### src/rtl/assoc_pkg.sv
package assoc_pkg;
   typedef enum logic [1:0] {
      OP_MATCH = 2'b00,
      OP_WRITE = 2'b01,
      OP_ADD   = 2'b10,
      OP_READ  = 2'b11
   } assoc_op_e;
endpackage

### src/rtl/assoc_seq.sv
module assoc_seq
   import assoc_pkg::*;
#(
   parameter int REG_W  = 32,
   parameter int SCAL_W = 16,
   localparam int OFF_W = $clog2(REG_W),
   localparam int LEN_W = $clog2(SCAL_W + 1),
   localparam int CNT_W = $clog2(SCAL_W)
) (
   input  logic              clk,
   input  logic              rst_n,
   input  logic              instr_valid,
   input  logic [1:0]        instr_op,
   input  logic              instr_vv,
   input  logic [OFF_W-1:0]  instr_off_a,
   input  logic [OFF_W-1:0]  instr_off_b,
   input  logic [LEN_W-1:0]  instr_len,
   input  logic [SCAL_W-1:0] instr_scalar,
   input  logic [SCAL_W-1:0] instr_mask,
   output logic              ready,
   output logic              start,
   output logic              step,
   output logic              last,
   output logic              done,
   output assoc_op_e         op_q,
   output logic              vv_q,
   output logic [CNT_W-1:0]  cnt,
   output logic [OFF_W-1:0]  idx_a,
   output logic [OFF_W-1:0]  idx_b,
   output logic              sbit,
   output logic              mbit
);
   logic              busy_q;
   logic              done_q;
   logic [CNT_W-1:0]  cnt_q;
   logic [OFF_W-1:0]  off_a_q;
   logic [OFF_W-1:0]  off_b_q;
   logic [LEN_W-1:0]  len_q;
   logic [SCAL_W-1:0] scal_q;
   logic [SCAL_W-1:0] mask_q;

   assign ready = ~busy_q;
   assign start = instr_valid & ~busy_q;
   assign step  = busy_q;
   assign last  = busy_q & (cnt_q == CNT_W'(len_q - LEN_W'(1)));
   assign done  = done_q;
   assign cnt   = cnt_q;
   assign idx_a = off_a_q + OFF_W'(cnt_q);
   assign idx_b = off_b_q + OFF_W'(cnt_q);
   assign sbit  = scal_q[cnt_q];
   assign mbit  = mask_q[cnt_q];

   always_ff @(posedge clk) begin
      if (!rst_n) begin
         busy_q  <= 1'b0;
         done_q  <= 1'b0;
         cnt_q   <= '0;
         op_q    <= OP_MATCH;
         vv_q    <= 1'b0;
         off_a_q <= '0;
         off_b_q <= '0;
         len_q   <= LEN_W'(1);
         scal_q  <= '0;
         mask_q  <= '0;
      end else begin
         done_q <= last;
         if (start) begin
            busy_q  <= 1'b1;
            cnt_q   <= '0;
            op_q    <= assoc_op_e'(instr_op);
            vv_q    <= instr_vv;
            off_a_q <= instr_off_a;
            off_b_q <= instr_off_b;
            len_q   <= instr_len;
            scal_q  <= instr_scalar;
            mask_q  <= instr_mask;
         end else if (busy_q) begin
            if (last) busy_q <= 1'b0;
            else      cnt_q  <= cnt_q + CNT_W'(1);
         end
      end
   end
endmodule

### src/rtl/assoc_pe.sv
module assoc_pe
   import assoc_pkg::*;
#(
   parameter int REG_W = 32,
   parameter int SEED  = 0,
   localparam int OFF_W = $clog2(REG_W)
) (
   input  logic             clk,
   input  logic             rst_n,
   input  logic             start,
   input  logic             step,
   input  logic             last,
   input  assoc_op_e        op,
   input  logic             vv,
   input  logic [OFF_W-1:0] idx_a,
   input  logic [OFF_W-1:0] idx_b,
   input  logic             sbit,
   input  logic             mbit,
   output logic             act_o,
   output logic             bit_a_o,
   output logic [REG_W-1:0] dat_o
);
   logic [REG_W-1:0] dat_q;
   logic             act_q;
   logic             cy_q;
   logic             hit_q;
   logic             a_bit;
   logic             b_bit;
   logic             bit_ok;

   assign a_bit  = dat_q[idx_a];
   assign b_bit  = vv ? dat_q[idx_b] : sbit;
   assign bit_ok = ~mbit | (a_bit == sbit);

   always_ff @(posedge clk) begin
      if (!rst_n) begin
         dat_q <= REG_W'(SEED);
         act_q <= 1'b1;
         cy_q  <= 1'b0;
         hit_q <= 1'b1;
      end else if (start) begin
         cy_q  <= 1'b0;
         hit_q <= 1'b1;
      end else if (step) begin
         case (op)
            OP_MATCH: begin
               hit_q <= hit_q & bit_ok;
               if (last) act_q <= hit_q & bit_ok;
            end
            OP_WRITE: begin
               if (act_q) dat_q[idx_a] <= sbit;
            end
            OP_ADD: begin
               if (act_q) begin
                  dat_q[idx_a] <= a_bit ^ b_bit ^ cy_q;
                  cy_q <= (a_bit & b_bit) | (a_bit & cy_q) | (b_bit & cy_q);
               end
            end
            default: ;
         endcase
      end
   end

   assign act_o   = act_q;
   assign bit_a_o = a_bit;
   assign dat_o   = dat_q;
endmodule

### src/rtl/assoc_pick.sv
module assoc_pick #(
   parameter int N_PE = 8
) (
   input  logic [N_PE-1:0] act,
   input  logic [N_PE-1:0] bits,
   output logic            any,
   output logic            sel_bit
);
   logic [N_PE:0]   seen;
   logic [N_PE-1:0] first;

   assign seen[0] = 1'b0;
   for (genvar i = 0; i < N_PE; i++) begin : g_chain
      assign first[i]  = act[i] & ~seen[i];
      assign seen[i+1] = seen[i] | act[i];
   end

   assign any     = seen[N_PE];
   assign sel_bit = |(first & bits);
endmodule

### src/rtl/assoc_array.sv
module assoc_array
   import assoc_pkg::*;
#(
   parameter int N_PE   = 8,
   parameter int REG_W  = 32,
   parameter int SCAL_W = 16,
   localparam int OFF_W = $clog2(REG_W),
   localparam int LEN_W = $clog2(SCAL_W + 1),
   localparam int CNT_W = $clog2(SCAL_W)
) (
   input  logic              clk,
   input  logic              rst_n,
   input  logic              instr_valid,
   input  logic [1:0]        instr_op,
   input  logic              instr_vv,
   input  logic [OFF_W-1:0]  instr_off_a,
   input  logic [OFF_W-1:0]  instr_off_b,
   input  logic [LEN_W-1:0]  instr_len,
   input  logic [SCAL_W-1:0] instr_scalar,
   input  logic [SCAL_W-1:0] instr_mask,
   output logic              ready,
   output logic              done,
   output logic              match_any,
   output logic              read_valid,
   output logic [SCAL_W-1:0] read_data
);
   if (N_PE < 1) begin : g_bad_n
      $error("assoc_array: N_PE must be at least 1");
   end
   if (SCAL_W < 2 || SCAL_W > REG_W) begin : g_bad_scal
      $error("assoc_array: SCAL_W must lie in 2..REG_W");
   end
   if ((REG_W & (REG_W - 1)) != 0) begin : g_bad_reg
      $error("assoc_array: REG_W must be a power of two");
   end

   logic             start, step, last, vv_q, sbit, mbit;
   assoc_op_e        op_q;
   logic [CNT_W-1:0] cnt;
   logic [OFF_W-1:0] idx_a, idx_b;

   logic [N_PE-1:0]             act_vec;
   logic [N_PE-1:0]             bit_vec;
   logic [N_PE-1:0][REG_W-1:0]  dat_vec;
   logic                        any_act;
   logic                        sel_bit;
   logic [SCAL_W-1:0]           rd_q;
   logic                        rd_vld_q;

   assoc_seq #(.REG_W(REG_W), .SCAL_W(SCAL_W)) u_seq (
      .clk(clk), .rst_n(rst_n),
      .instr_valid(instr_valid), .instr_op(instr_op), .instr_vv(instr_vv),
      .instr_off_a(instr_off_a), .instr_off_b(instr_off_b), .instr_len(instr_len),
      .instr_scalar(instr_scalar), .instr_mask(instr_mask),
      .ready(ready), .start(start), .step(step), .last(last), .done(done),
      .op_q(op_q), .vv_q(vv_q), .cnt(cnt), .idx_a(idx_a), .idx_b(idx_b),
      .sbit(sbit), .mbit(mbit)
   );

   for (genvar i = 0; i < N_PE; i++) begin : g_pe
      assoc_pe #(.REG_W(REG_W), .SEED(i)) u_pe (
         .clk(clk), .rst_n(rst_n), .start(start), .step(step), .last(last),
         .op(op_q), .vv(vv_q), .idx_a(idx_a), .idx_b(idx_b),
         .sbit(sbit), .mbit(mbit),
         .act_o(act_vec[i]), .bit_a_o(bit_vec[i]), .dat_o(dat_vec[i])
      );
   end

   assoc_pick #(.N_PE(N_PE)) u_pick (
      .act(act_vec), .bits(bit_vec), .any(any_act), .sel_bit(sel_bit)
   );

   always_ff @(posedge clk) begin
      if (!rst_n) begin
         rd_q     <= '0;
         rd_vld_q <= 1'b0;
      end else begin
         rd_vld_q <= last & (op_q == OP_READ) & any_act;
         if (start && assoc_op_e'(instr_op) == OP_READ) rd_q <= '0;
         else if (step && op_q == OP_READ) rd_q[cnt] <= sel_bit;
      end
   end

   assign match_any  = any_act;
   assign read_valid = rd_vld_q;
   assign read_data  = rd_q;
endmodule

### config.mk
export PLATFORM = sky130hd
export DESIGN_NAME = assoc_array
export DESIGN_NICKNAME = d
export VERILOG_FILES = /design/src/rtl/assoc_pkg.sv /design/src/rtl/assoc_seq.sv /design/src/rtl/assoc_pe.sv /design/src/rtl/assoc_pick.sv /design/src/rtl/assoc_array.sv
export SDC_FILE = /design/constraint.sdc
export NUM_CORES = 1
export LEC_CHECK = 0
export ABC_AREA = 1
export CELL_PAD_IN_SITES_DETAIL_PLACEMENT = 1
export CELL_PAD_IN_SITES_GLOBAL_PLACEMENT = 1
export CORE_AREA = 10 10 175 300
export DETAILED_ROUTE_END_ITERATION = 8
export DIE_AREA = 0 0 185 310
export DONT_BUFFER_PORTS = 1
export HOLD_SLACK_MARGIN = 0.12
export PLACE_DENSITY_LB_ADDON = 0.08
export SLEW_MARGIN = 20
export SYNTH_ARGS = -nofsm -noshare
export SYNTH_HDL_FRONTEND = slang
export SYNTH_SLANG_ARGS = --single-unit
### constraint.sdc
create_clock -name clk -period 5.3 [get_ports clk]
set_input_delay 0 -clock clk [delete_from_list [all_inputs] [get_ports clk]]
set_output_delay 0 -clock clk [all_outputs]
set_load 0.1 [all_outputs]
==> summary.md, run 1 <==
| Metric | Value |
|---|---|
| DRC viols | `0` |
| Die height | `310 µm` |
| Pleak | `9.58 nW` |
| Synth Warn # | `0` |
| DR top layer | `met4` |
| Routed met1 length | `34500 µm` |
| Clk root buf | `clkbuf_16` |
| Detail Placement HPWL | `55800 µm` |
| Sequential Power Share | `0.329` |
| Clk sinks | `352` |
| Gr ovfl total | `0` |
| Nets | `3592` |
| Met2 Routed Length | `45800 µm` |
| Die area | `between 0.05 and 0.06 mm²` |
| Worst Tran Pin Value | `1010 ps` |
| Most instantiated cells after synthesis | `nor2_1 (901), nand2_1 (704), o21ai_0 (415)` |
| Number of synthesized flops with an enable pin | `0` |
| Clk buf depth | `3` |
| Met3 WL | `around 5200 µm` |
| Total track usage | `0.320` |
| Unrepaired setup endpoints after global routing | `no` |
| Syn Area/Cell | `between 5 and 6 µm²` |
| Peak VDD IR | `between 200 and 300 µV` |
| CP endpoint kind | `flip-flop` |
| Number of cells produced by synthesis | `3563` |
| Largest area contributor in the netlist | `dfxtp_1` |
| Port Buf Inserts | `0` |
| RR Startpoint | `u_seq.cnt[0]$_SDFFE_PP0P_` |
| Post-CTS sizing | `0` |
| Peak Freq | `205 MHz` |
| Post-synth ARST share | `0` |
| Crit-path max FO | `60` |
| WHS | `215 ps` |
| Initial antenna violation count | `0` |
| Area Overhead vs Synth | `12.8%` |
| CTS buffer count | `39` |
| N_diodes | `0` |
| Setup TNS | `0 ps` |
| Min-delay src | `instr_op[1]` |
| Later-pin clock latency in the skew report | `560 ps` |
| Cell variety after synth | `33` |
| Synth top area share | `0.335` |
| Syn nets | `3643` |
| Cell Pwr Density | `352 mW/mm²` |
| Design area | `between 0.02 and 0.025 mm²` |
| Switching pwr | `between 0.003 and 0.004 W` |
| First-pass GRT wire length | `between 100000 and 150000 µm` |
| Fillers | `6529` |
| Clock share of power | `0.361` |
| I/O pin cnt | `73` |
| Core area | `0.0475 mm²` |
| Dpl cell area | `0.0213 mm²` |
| Hold depth | `3` |
| Initial Utilization | `0.443` |
| Internal power | `0.00512 W` |
| Syn Std Cell Area | `0.0211 mm²` |
| Die width | `185 µm` |
| Final hold vios | `0` |
| Vias in the first global route | `between 20000 and 30000` |
| GPL Wtd Cong | `0.905` |
| Drt pass-1 iters | `5` |
| Hold path endpoint | `u_seq.op_q[1]$_SDFFE_PN0P_` |
| Top cells by area, synth | `dfxtp_1 (33%), nor2_1 (16%), nand2_1 (13%)` |
| Worst r2r dst | `g_pe[2].u_pe.dat_o[20]$_SDFFE_PN0P_` |
| H-tree Lvls | `2` |
| Final worst-path cycle share | `0.920` |
| Remaining antenna violation count | `0` |
| R2R Setup Slk | `420 ps` |
| Site row count | `106` |
| Crit path DAT | `5370 ps` |
| Worst reg-to-reg path cell count | `21` |
| Status | `finished clean` |
| Via/cell ratio | `5.86` |
| CP Class | `reg -> reg` |
| DRT iter0 DRCs | `approximately 1500` |
| WL final | `92700 µm` |
| Commonest register cell after synthesis | `dfxtp_1` |
| Largest net degree at the start of global routing | `roughly 300` |
| Mean routed wirelength per cell | `approximately 22 µm` |
| Worst Skew | `18.8 ps` |
| Reg clk slew, reported paths | `70 ps` |
| Layout cells sized above 1 | `0.0483` |
| CP startpoint | `u_seq.cnt[0]$_SDFFE_PP0P_` |
| #FFs+latches synth | `around 350` |
| Sw Ratio | `0.387` |
| Register area share after synthesis | `0.335` |
| Slew margin rel. | `0.322` |
| Worst hold path class | `in -> reg` |
| CTS tree | `built` |
| Worst Path Required | `slightly below 6000 ps` |
| Period minus WS final | `4880 ps` |
| DR vias | `24226` |
| Power share of the combinational group | `0.310` |
| Final setup viols | `0` |
| Max Slew Vio Count | `0` |
| Most numerous cell in the Yosys netlist | `nor2_1` |
| Startpoint types | `flip-flop` |
| Max cap viols | `0` |
==> final cells by class <==
cell class | count | area, µm² | share of cell area
clock buffer | 55 | 1170 | 0.0492
timing repair buffer | 156 | 1600 | 0.0675
multi-input combinational | 2692 | 12000 | 0.504
sequential | 352 | 7050 | 0.297
tap | 594 | 743 | 0.0313
clock inverter | 14 | 196 | 0.00827
inverter | 271 | 1020 | 0.0430
==> metrics by stage <==
| stage | power (W) | setup WS [ps] | util | instances |
|---|---|---|---|---|
| 2_1_floorplan | 0.00431 | 1730 | - | 3563 |
| 3_3_place_gp | 0.00510 | 715 | 0.449 | 3961 |
| 3_5_place_dp | 0.00518 | 657 | 0.449 | 3961 |
| 4_1_cts | 0.00826 | 596 | 0.499 | 4131 |
| 5_1_grt | 0.00867 | 237 | 0.500 | 4134 |
| 6_report | 0.00835 | 424 | 0.500 | 4134 |
==> worst max-delay path by stage <==
| stage | to | slack [ps] | cells past startpoint |
|---|---|---|---|
| final | g_pe[2].u_pe.dat_o[20]$_SDFFE_PN0P_ | 420 | 21 |
| after global routing | g_pe[6].u_pe.dat_o[31]$_SDFFE_PN0P_ | 240 | 21 |
| after CTS | g_pe[7].u_pe.dat_o[2]$_SDFFE_PN1P_ | 600 | 20 |
| after detailed placement | g_pe[2].u_pe.dat_o[1]$_SDFFE_PN1P_ | 660 | 21 |
| after global placement | g_pe[7].u_pe.dat_o[1]$_SDFFE_PN1P_ | 710 | 20 |
| after floorplan | g_pe[7].u_pe.dat_o[16]$_SDFFE_PN0P_ | 1730 | 21 |
==> power by group through the flow <==
stage,combinational [W],clock (W),sequential [W]
3_5_place_dp,0.00238,0,0.00280
4_1_cts,0.00250,0.00303,0.00274
2_1_floorplan,0.00153,0,0.00279
3_3_place_gp,0.00231,0,0.00280
5_1_grt,0.00278,0.00314,0.00275
6_report,0.00259,0.00301,0.00275
==> cells by family (layout without fill, tap and decap cells) <==
| kind of cell | count (synthesis) | in the layout | share of synthesized area |
|---|---|---|---|
| simple gates | 2071 | 2071 | 0.404 |
| compound gates | 584 | 584 | 0.141 |
| buf+inv | 519 | 496 | 0.0993 |
| flops | 352 | 352 | 0.335 |
| fa+ha+maj | 27 | 27 | 0.0168 |
| xor+xnor | 10 | 10 | 0.00416 |
==> what timing repair did <==
item / CTS / global route
hold buffers: 101 / 2
hold endpoints to repair: 302 / 111
setup buffers: 0 / 0
==> flip-flops by register name, indices dropped and copies added (netlist names), 2 cells and up <==
name and flops:
u_seq.mask_q 16, u_seq.off_b_q 5, u_seq.off_a_q 5, u_seq.op_q 2, g_pe.u_pe.hit_q 8, u_seq.cnt 4, g_pe.u_pe.act_o 8, g_pe.u_pe.cy_q 8
g_pe.u_pe.dat_o 256, u_seq.scal_q 16, u_seq.len_q 4, read_data 16
==> cells in the final DEF (no fill, tap or decap), types with 10 or more instances in the layout <==
| master | count |
|---|---|
| dfxtp_1 | 352 |
| nand3_1 | 177 |
| nor3_1 | 246 |
| clkbuf_16 | 41 |
| o21ai_0 | 415 |
| o211ai_1 | 12 |
| nor2_1 | 901 |
| buf_4 | 41 |
| nand2_1 | 703 |
| ha_1 | 24 |
| nand3b_1 | 12 |
| buf_12 | 11 |
| a21oi_1 | 134 |
| nand3_2 | 10 |
| inv_2 | 14 |
| dlygate4sd3_1 | 102 |
| inv_1 | 255 |
==> metal layers <==
| layer | vias up | global-route usage |
|---|---|---|
| li1 | 11238 | - |
| met1 | 11832 | 0.341 |
| met2 | 819 | 0.565 |
| met3 | 337 | 0.0491 |
| met4 | 0 | 0.227 |
| met5 | - | 0 |
==> critical path, stage by stage, from the launching register on <==
cell,delay (ps)
dfxtp_1,660
ha_4,210
inv_1,50
fa_2,540
buf_4,750
o21ai_0,220
o21ai_0,220
nand2_1,70
nand2_1,120
nand2_1,70
nand3_1,210
nand2_1,140
nand2_1,80
nand2_1,70
inv_1,80
ha_1,240
nand2_1,70
nand2_1,60
o21ai_2,150
buf_4,480
nor3_1,100
nor2_1,150
Note: power is estimated with default switching activity, not from simulation.
==> inputs of run 2 (changes only) <==
--- a/config.mk
+++ b/config.mk
@@ -8,9 +8,9 @@
 export ABC_AREA = 1
 export CELL_PAD_IN_SITES_DETAIL_PLACEMENT = 1
 export CELL_PAD_IN_SITES_GLOBAL_PLACEMENT = 1
-export CORE_AREA = 10 10 175 300
+export CORE_AREA = 10 10 183 313
 export DETAILED_ROUTE_END_ITERATION = 8
-export DIE_AREA = 0 0 185 310
+export DIE_AREA = 0 0 193 323
 export DONT_BUFFER_PORTS = 1
 export HOLD_SLACK_MARGIN = 0.12
 export PLACE_DENSITY_LB_ADDON = 0.08
==> constraint.sdc (replaced) <==
create_clock -name clk -period 3.9 [get_ports clk]
set_input_delay 0 -clock clk [delete_from_list [all_inputs] [get_ports clk]]
set_output_delay 0 -clock clk [all_outputs]
set_load 0.1 [all_outputs]
==> summary.md, run 2 (synthesis gave the netlist of run 1 again) <==
| Metric | Value |
|---|---|
| Worst Skew | `21.1 ps (+2.29 ps)` |
| Site row count | `111 (+4.7%)` |
| Detail Placement HPWL | `63600 µm (+14%)` |
| Pre-CTS WS | `-222 ps (-879 ps)` |
| Dpl cell area | `0.0225 mm² (+5.5%)` |
| Clk root buf | `clkbuf_16` |
| Later-pin clock latency in the skew report | `570 ps (about the same)` |
| Setup ws final | `-35.5 ps (-459 ps)` |
| First-pass GRT wire length | `147000 µm (+2.3%)` |
| Final setup viols | `2 (+2)` |
| Design area | `0.0262 mm² (+10%)` |
| Max Slew Vio Count | `0 (unchanged)` |
| I/O pin cnt | `73 (unchanged)` |
| CP Class | `reg -> reg` |
| Via/cell ratio | `5.75 (-1.9%)` |
| Worst hold path class | `in -> reg` |
| Setup TNS | `-38.7 ps (-38.7 ps)` |
| Reg clk slew, reported paths | `60 ps (about the same)` |
| Crit path DAT | `4430 ps (-940 ps)` |
| Peak VDD IR | `408 µV (+51%)` |
| Reg area | `0.00705 mm² (about the same)` |
| Vias in the first global route | `25344 (-1.3%)` |
| Startpoint types | `flip-flop` |
| Port Buf Inserts | `0 (unchanged)` |
| RR Startpoint | `u_seq.cnt[0]$_SDFFE_PP0P_` |
| Die width | `193 µm (+4.3%)` |
| Period minus WS final | `3940 ps (-941 ps)` |
| Pleak | `10.5 nW (+10%)` |
| DRC viols | `0 (unchanged)` |
| DRT iter0 DRCs | `1622 (+5.4%)` |
| Multi-input gate area | `0.0128 mm² (+7.1%)` |
| DR vias | `24915 (+2.8%)` |
| Crit-path max FO | `9 (-85%)` |
| Die height | `323 µm (+4.2%)` |
| Commonest non-fill, non-tap cell in the layout | `nor2_1` |
| Nets | `3707 (+3.2%)` |
| Die area | `0.0623 mm² (+8.7%)` |
| Peak Freq | `254 MHz (+24%)` |
| CTS buffer count | `39 (unchanged)` |
| Drt pass-1 iters | `5 (unchanged)` |
| Initial Utilization | `0.404 (-0.0392)` |
| Gr ovfl total | `0 (unchanged)` |
| Final core utilization | `0.504 (+0.00346)` |
| Area Overhead vs Synth | `24.6%` |
| Failing checks | `setup timing` |
| GPL Wtd Cong | `0.916 (+1.3%)` |
| Final worst-path cycle share | `1.01 (+0.0890)` |
| CP endpoint kind | `flip-flop` |
| Fillers | `6890 (+5.5%)` |
| Core area | `0.0521 mm² (+9.7%)` |
| Status | `finished with violations` |
| Slew margin rel. | `0.313 (-0.00977)` |
| Layout cells sized above 1 | `0.134 (+0.0853)` |
| Min-delay src | `instr_mask[3]` |
| Total track usage | `0.303 (-0.0172)` |
| CTS tree | `built` |
| Initial antenna violation count | `1 (+1)` |
| WL final | `103000 µm (+11%)` |
| Worst Path Required | `4390 ps (-1400 ps)` |
| CP startpoint | `u_seq.cnt[0]$_SDFFE_PP0P_` |
| Largest net degree at the start of global routing | `301 (unchanged)` |
| Max cap viols | `0 (unchanged)` |
| Remaining antenna violation count | `0 (unchanged)` |
| H-tree Lvls | `2 (unchanged)` |
| Unrepaired setup endpoints after global routing | `yes` |
| Mean routed wirelength per cell | `23.7 µm (+5.6%)` |
| Leading cell types in the layout, fill and taps excluded | `nor2_1 (880), nand2_1 (671), o21ai_0 (395)` |
| Final hold vios | `0 (unchanged)` |
| Worst Tran Pin Value | `1030 ps (+14.6 ps)` |
| Cell Pwr Density | `479 mW/mm² (+36%)` |
| Max reg flops | `256 (unchanged)` |
| Clk buf depth | `3 (unchanged)` |
| Clk sinks | `352 (unchanged)` |
==> run 2: cell types whose count changed in the layout (fill, tap and decap cells not counted), moves of 23 or more <==
| cell | delta |
|---|---|
| nand2_2 | +23 |
| buf_4 | +81 |
| nand2_1 | -32 |
| nor3_2 | +74 |
| dlygate4sd3_1 | -35 |
| nor3_1 | -74 |
| buf_12 | +32 |
==> run 2: worst paths after layout <==
check / endpoint / slack (ps) / cells past startpoint
max: g_pe[2].u_pe.dat_o[17]$_SDFFE_PN0P_ / -40 / 23
min: u_seq.mask_q[3]$_SDFFE_PN0P_ / 140 / 3
min reg2reg: g_pe[6].u_pe.hit_q$_SDFFE_PP1P_ / 460 / 2
max reg2reg: g_pe[2].u_pe.dat_o[17]$_SDFFE_PN0P_ / -40 / 23
==> run 2: stage by stage <==
stage                     power (W)  hold slack [ps]  instances
final                        0.0126              144       4332
after global routing         0.0130              168       4332
after CTS                    0.0117              121       4286
after detailed placement    0.00750              135       4146
after global placement      0.00742              127       4146
after floorplan             0.00586              130       3563
==> run 2: final cells by class <==
type	count	share of cell area
multi-input combinational	2692	0.489
sequential	352	0.269
timing repair buffer	271	0.121
clock buffer	53	0.0435
inverter	271	0.0396
tap	678	0.0323
clock inverter	14	0.00601
antenna	1	0.0000954
==> run 2: per-layer routing <==
layer  wire [µm]  vias to the layer above  global-route usage
met3        5870                      391              0.0422
met4        9040                        0               0.191
met2       50700                      876               0.550
met5           0                        -                   0
met1       37000                    12173               0.319
li1            -                    11475                   -
==> run 2: where the power goes <==
part | leakage [nW] | internal, W | switching, W
registers | 2.85 | 0.00367 | 0.0000630
logic | 7.04 | 0.00170 | 0.00321
clock network | 0.645 | 0.00225 | 0.00167
==> run 2: worst max-delay path, stage by stage (launching register included) <==
cell and delay [ps]:
dfxtp_4 360, ha_4 160, fa_2 520, buf_6 180, nor2_4 230, buf_4 180
buf_12 130, buf_4 120, nand2_1 40, nand2_1 70, nor2_1 50, nand2_1 100
nand2_4 100, o21ai_4 190, buf_6 140, nor2_4 40, ha_4 250, nand2_2 90
nand2_2 70, o21ai_4 180, buf_6 190, buf_12 180, nor3_1 70, nor2_1 170
==> run 2: timing repair <==
action                     4_1_cts  5_1_grt
gates resized for setup         40      222
hold endpoints to repair       305       85
setup buffers                    5       27
setup endpoints to repair      154      256
hold buffers                    65        3
gates cloned                     3       15
pin swaps                        6       27
